<file path="config.mk">
export PLATFORM = sky130hd
export DESIGN_NAME = win_cell_sched
export DESIGN_NICKNAME = d
export VERILOG_FILES = /design/src/rtl/win_sched_pkg.sv /design/src/rtl/wqs_rotor.sv /design/src/rtl/wqs_match.sv /design/src/rtl/win_cell_sched.sv
export SDC_FILE = /design/constraint.sdc
export NUM_CORES = 1
export LEC_CHECK = 0
export ABC_AREA = 1
export CAP_MARGIN = 20
export CELL_PAD_IN_SITES_DETAIL_PLACEMENT = 0
export CELL_PAD_IN_SITES_GLOBAL_PLACEMENT = 1
export CORE_MARGIN = 5
export CORE_UTILIZATION = 39
export CTS_CLUSTER_SIZE = 30
export DETAILED_ROUTE_END_ITERATION = 6
export GPL_TIMING_DRIVEN = 0
export MAX_ROUTING_LAYER = met4
export PLACE_DENSITY_LB_ADDON = 0.1
export SYNTH_ARGS = -nofsm -noshare
export SYNTH_HDL_FRONTEND = slang
export SYNTH_SLANG_ARGS = --single-unit
</file>
<file path="constraint.sdc">
create_clock -name clk -period 7.24 [get_ports clk]
set_clock_uncertainty 0.2 [all_clocks]
set_input_delay 0.724 -clock clk [delete_from_list [all_inputs] [get_ports clk]]
set_output_delay 0.724 -clock clk [all_outputs]
set_load 0.01 [all_outputs]
</file>
<file path="src/rtl/win_sched_pkg.sv">
package win_sched_pkg;

    typedef enum logic [1:0] {
        ST_IDLE  = 2'd0,
        ST_PULSE = 2'd1,
        ST_HOLD  = 2'd2
    } sched_st_e;

endpackage

</file>
<file path="src/rtl/wqs_rotor.sv">
module wqs_rotor #(
    parameter int N_PORTS = 4,
    parameter int PORT_W  = 2
) (
    input  logic              clk,
    input  logic              rst_n,
    input  logic              step,
    output logic [PORT_W-1:0] ptr
);
    localparam logic [PORT_W-1:0] LAST = PORT_W'(N_PORTS - 1);

    logic [PORT_W-1:0] ptr_q;

    always_ff @(posedge clk or negedge rst_n) begin
        if (!rst_n) begin
            ptr_q <= '0;
        end else if (step) begin
            ptr_q <= (ptr_q == LAST) ? '0 : ptr_q + 1'b1;
        end
    end

    assign ptr = ptr_q;


    ptr_advance_chk: assert property (@(posedge clk) disable iff (!rst_n)
        step |=> ptr == (($past(ptr) == LAST) ? '0 : $past(ptr) + 1'b1));


    ptr_range_chk: assert property (@(posedge clk) disable iff (!rst_n)
        ptr <= LAST);

endmodule

</file>
<file path="src/rtl/wqs_match.sv">
module wqs_match #(
    parameter int N_PORTS = 4,
    parameter int WIN     = 2,
    parameter int PORT_W  = 2,
    parameter int POS_W   = 1
) (
    input  logic [PORT_W-1:0]            ptr,
    input  logic [N_PORTS*WIN-1:0]       cand_vld,
    input  logic [N_PORTS*WIN*PORT_W-1:0] cand_dst,
    output logic [N_PORTS-1:0]           m_gv,
    output logic [N_PORTS*POS_W-1:0]     m_pos,
    output logic [N_PORTS*PORT_W-1:0]    m_dst
);
    localparam int OUT_SLOTS = 1 << PORT_W;

    logic [N_PORTS-1:0]   in_taken;
    logic [OUT_SLOTS-1:0] out_taken;

    // Pass p tries window position p for every input, rotating start.
    always_comb begin
        in_taken  = '0;
        out_taken = '0;
        m_gv      = '0;
        m_pos     = '0;
        m_dst     = '0;
        for (int p = 0; p < WIN; p++) begin
            for (int k = 0; k < N_PORTS; k++) begin
                automatic int               idx = (int'(ptr) + k) % N_PORTS;
                automatic int               ent = idx * WIN + p;
                automatic logic [PORT_W-1:0] d  = cand_dst[ent*PORT_W +: PORT_W];
                if (!in_taken[idx] && cand_vld[ent] && !out_taken[d]) begin
                    in_taken[idx]                    = 1'b1;
                    out_taken[d]                     = 1'b1;
                    m_gv[idx]                        = 1'b1;
                    m_pos[idx*POS_W +: POS_W]        = POS_W'(p);
                    m_dst[idx*PORT_W +: PORT_W]      = d;
                end
            end
        end
    end

endmodule

</file>
<file path="src/rtl/win_cell_sched.sv">
module win_cell_sched
    import win_sched_pkg::*;
#(
    parameter int N_PORTS = 4,
    parameter int WIN     = 2,
    parameter int PORT_W  = (N_PORTS > 1) ? $clog2(N_PORTS) : 1,
    parameter int POS_W   = (WIN > 1) ? $clog2(WIN) : 1
) (
    input  logic                          clk,
    input  logic                          rst_n,
    input  logic                          slot_start,
    input  logic [N_PORTS*WIN-1:0]        cand_vld,
    input  logic [N_PORTS*WIN*PORT_W-1:0] cand_dst,
    output logic [N_PORTS-1:0]            grant_vld,
    output logic [N_PORTS*POS_W-1:0]      grant_pos,
    output logic [N_PORTS*PORT_W-1:0]     grant_dst,
    output logic [N_PORTS-1:0]            deq_stb
);
    sched_st_e                     state_q, state_d;
    logic [PORT_W-1:0]             ptr;
    logic [N_PORTS-1:0]            m_gv, gv_q;
    logic [N_PORTS*POS_W-1:0]      m_pos, pos_q;
    logic [N_PORTS*PORT_W-1:0]     m_dst, dst_q;

    wqs_rotor #(.N_PORTS(N_PORTS), .PORT_W(PORT_W)) rotor_i (
        .clk   (clk),
        .rst_n (rst_n),
        .step  (slot_start),
        .ptr   (ptr)
    );

    wqs_match #(.N_PORTS(N_PORTS), .WIN(WIN), .PORT_W(PORT_W), .POS_W(POS_W)) match_i (
        .ptr      (ptr),
        .cand_vld (cand_vld),
        .cand_dst (cand_dst),
        .m_gv     (m_gv),
        .m_pos    (m_pos),
        .m_dst    (m_dst)
    );

    always_comb begin
        state_d = state_q;
        unique case (state_q)
            ST_IDLE:  state_d = slot_start ? ST_PULSE : ST_IDLE;
            ST_PULSE: state_d = slot_start ? ST_PULSE : ST_HOLD;
            ST_HOLD:  state_d = slot_start ? ST_PULSE : ST_HOLD;
            default:  state_d = ST_IDLE;
        endcase
    end

    always_ff @(posedge clk or negedge rst_n) begin
        if (!rst_n) begin
            state_q <= ST_IDLE;
            gv_q    <= '0;
            pos_q   <= '0;
            dst_q   <= '0;
        end else begin
            state_q <= state_d;
            if (slot_start) begin
                gv_q  <= m_gv;
                pos_q <= m_pos;
                dst_q <= m_dst;
            end
        end
    end

    always_comb begin
        grant_vld = gv_q;
        grant_pos = pos_q;
        grant_dst = dst_q;
        deq_stb   = (state_q == ST_PULSE) ? gv_q : '0;
    end


    deq_after_slot_chk: assert property (@(posedge clk) disable iff (!rst_n)
        slot_start |=> deq_stb == grant_vld);


    deq_quiet_chk: assert property (@(posedge clk) disable iff (!rst_n)
        (deq_stb != '0) |-> $past(slot_start));


    grant_hold_chk: assert property (@(posedge clk) disable iff (!rst_n)
        !slot_start |=> ($stable(grant_vld) && $stable(grant_pos) && $stable(grant_dst)));

    generate
        for (genvar a = 0; a < N_PORTS; a++) begin : g_pair_a
            for (genvar b = a + 1; b < N_PORTS; b++) begin : g_pair_b

                out_unique_chk: assert property (@(posedge clk) disable iff (!rst_n)
                    (grant_vld[a] && grant_vld[b]) |->
                    (grant_dst[a*PORT_W +: PORT_W] != grant_dst[b*PORT_W +: PORT_W]));
            end
            for (genvar p = 0; p < WIN; p++) begin : g_win

                no_invalid_grant_chk: assert property (@(posedge clk) disable iff (!rst_n)
                    (slot_start && !cand_vld[a*WIN+p]) |=>
                    !(grant_vld[a] && grant_pos[a*POS_W +: POS_W] == POS_W'(p)));
            end
        end
    endgenerate

endmodule

</file>
==> flow_metrics.py <==
metrics = {
    "cts": {
        "clock_path_buffers": 2,
        "cts_buffers": 3,
        "cts.sinks": 20,
        "cts_root_buf": "clkbuf_8",
        "clkLatencyLatePin_ns": 0.27,
        "cts_tree": "yes",
        "htreeDepth": 1,
        "clkTransAtPathRegs_ns": 0.08,
    },
    "sta": {
        "report.final.slew_viol_count": 0,
        "min_period_over_period_pct": 94.73,
        "finalSetupViolCount": 0,
        "tightest_slew_ns": 0.8897,
        "fin_crit_ns": 6.858,
        "max_slew_margin_pct": 40.06,
        "holdWs_ns": 0.2780,
        "fmax_mhz": 145.8,
        "rsz0062_at_grt": "true",
        "hold_violations": 0,
        "finalWorstSetupSlack_ns": 0.3817,
    },
    "logic_synthesis": {
        "synth_nets": 860,
        "synth_area_per_cell_sq_um": 5.279,
        "synth.most_common_cell": "nand2_1",
        "synth_top_area_share_pct": 25.87,
        "netlist_area_sq_um": 4339,
        "seq_area_frac_synth_pct": 11.53,
        "synth_area_leaders": "nand2_1 (26%), dfrtp_1 (12%), inv_1 (10%)",
        "synth-edff-count": 0,
        "ys_async_sr_fraction_pct": 100.0,
        "ys_seq_elements": 20,
        "syn_inst": 822,
        "synth_top_area_cell": "nand2_1",
        "ys_warn_count": 0,
        "synth_ff_type": "dfrtp_1",
        "synth_common_cells": "nand2_1 (299), inv_1 (116), nor2_1 (75), nand3_1 (70), o21ai_0 (43)",
        "ys_types": 41,
    },
    "finish": {
        "seq_area_sq_um": 501.7,
        "multi_input_area_sq_um": 3381,
        "diodes": 0,
        "nNetsFinal": 924,
        "drive_gt1_share_pct": 14.80,
        "fillerInstances": 1191,
        "final_area_sq_um": 5378,
        "area_delta_synth_final_pct": 23.93,
        "final_cells": 1025,
    },
    "place": {
        "pre_cts_ws_ns": -0.5265,
        "finalWeightedCongestion": 0.9635,
        "io_buffers": 45,
        "numPlacedInstances": 1007,
        "dp_hpwl_um": 13880,
        "dpl-instance-area_sq_um": 4965,
    },
    "setup_path": {
        "cp.arrival_ns": 6.85,
        "critical_path.max_stage_delay_ns": 0.48,
        "slowest_stage": "dfrtp_2",
        "endpoint_kind": "register",
        "critPathKind": "reg2reg",
        "cp_common_cell": "nand2_1",
        "critPathMaxFanout": 13,
        "cp.required_ns": 7.23,
        "startpoint_type": "register",
    },
    "flow_run": {
        "drv_cap": 0,
    },
    "grt": {
        "grt_antenna_before_repair": 0,
        "grt.overflow.total": 0,
        "grt_max_degree": 21,
        "track_usage_pct": 25.22,
        "grt_first_pass_wirelength_um": 25720,
        "grt_pass1_vias": 4852,
    },
    "route": {
        "initialDrtViolationCount": 454,
        "drc_errors": 0,
        "wirelength_um": 16830,
        "num_vias": 5412,
        "drt-pass1-iter-count": 5,
        "antenna_left": 0,
        "viasPerCell": 5.280,
        "wire_per_inst_um": 16.42,
    },
    "status": {
        "outcome": "finished clean",
    },
    "floorplanning": {
        "die_w_um": 115.5,
        "ios": 47,
        "die-area_sq_um": 13340,
        "initial_core_util_pct": 39.85,
        "placementRows": 38,
        "core_area_sq_um": 10890,
        "die_h_um": 115.5,
    },
    "worst_hold_path": {
        "min_path_type": "reg2reg",
    },
}
flip-flops by register name, indices dropped and copies added (netlist names):
name and cells:
state_q 2, grant_vld 4, grant_pos 4, grant_dst 8, rotor_i.ptr 2
timing repair:
action                                  in CTS  in global routing
buffers inserted                             0                 13
cloned                                       0                  2
hold buffers                                 0                  0
endpoints found under the setup margin      16                 16
resized for setup                            4                 52
pin swaps                                    0                 13
cell usage in the layout (no fill, tap or decap), types with 5 or more instances in the layout:
cell type	instances
a31oi_1	7
dfrtp_1	19
nand4_1	22
o21ai_0	43
inv_1	116
buf_4	17
nor2_4	10
a21oi_1	16
nor4_1	5
o211ai_1	6
clkdlybuf4s50_1	45
ha_1	9
nand2_1	291
nor3_1	7
nor2_2	8
nand3_1	67
nand3_4	5
nand3_2	20
clkbuf_1	10
nand2_2	24
nor2_1	72
layer usage:
| metal | vias to the layer above | wire [um] | global-route usage [%] |
|---|---|---|---|
| met5 | - | 0 | - |
| met4 | 0 | 316 | 5.321 |
| met3 | 23 | 986 | 1.567 |
| met2 | 175 | 7928 | 42.28 |
| met1 | 2458 | 7595 | 33.62 |
| li1 | 2756 | - | - |
area by class of cell:
type	count	area share [%]
buffer	29	3.513
clock buffer	3	0.7678
clock inverter	1	0.5584
inverter	126	9.051
multi-input combinational	648	62.87
sequential	20	9.330
tap	140	3.257
timing repair buffer	58	10.66
critical path, delay by kind of cell, from the launching register on:
family / cells / cell delay [ns]
adder cells (fa/ha/maj): 1 / 0.28
flip-flops: 1 / 0.48
AND/OR/NAND/NOR: 37 / 4.12
buffers and inverters: 10 / 1.46
AO/OA/AOI/OAI: 1 / 0.20
stage by stage:
step	util (%)	TNS, ns
CTS	46.29	0
detailed placement	45.60	-6.958
finish	49.39	0
global route	49.39	-0.5604
global placement	45.60	-6.112
floorplan	-	0
path summary, 6_finish.rpt:
| path | from | end | slack, ns | depth (start not counted) |
|---|---|---|---|---|
| min in group asynchronous | rst_n | state_q[1]$_DFF_PN0_ | 0.75 | 1 |
| max reg2reg | rotor_i.ptr[0]$_DFFE_PN0P_ | grant_pos[1]$_DFFE_PN0P_ | 0.38 | 49 |
| min | grant_dst[4]$_DFFE_PN0P_ | grant_dst[4]$_DFFE_PN0P_ | 0.28 | 2 |
| min reg2reg | grant_dst[4]$_DFFE_PN0P_ | grant_dst[4]$_DFFE_PN0P_ | 0.28 | 2 |
| max | rotor_i.ptr[0]$_DFFE_PN0P_ | grant_pos[1]$_DFFE_PN0P_ | 0.38 | 49 |
| max in group asynchronous | rst_n | rotor_i.ptr[0]$_DFFE_PN0P_ | 5.49 | 1 |
cell families (layout without fill, tap and decap cells):
| kind of cell | after synthesis | in the layout | share of synthesized area (%) |
|---|---|---|---|
| AND/OR/NAND/NOR | 540 | 542 | 58.25 |
| AO/OA/AOI/OAI | 93 | 93 | 12.08 |
| buffers and inverters | 156 | 217 | 14.48 |
| multiplexers | 2 | 2 | 0.4902 |
| adder cells (fa/ha/maj) | 11 | 11 | 3.172 |
| flip-flops | 20 | 20 | 11.53 |
Power is not shown: default switching activity piles up to over one toggle a cycle in this logic, so the estimate is an artifact.
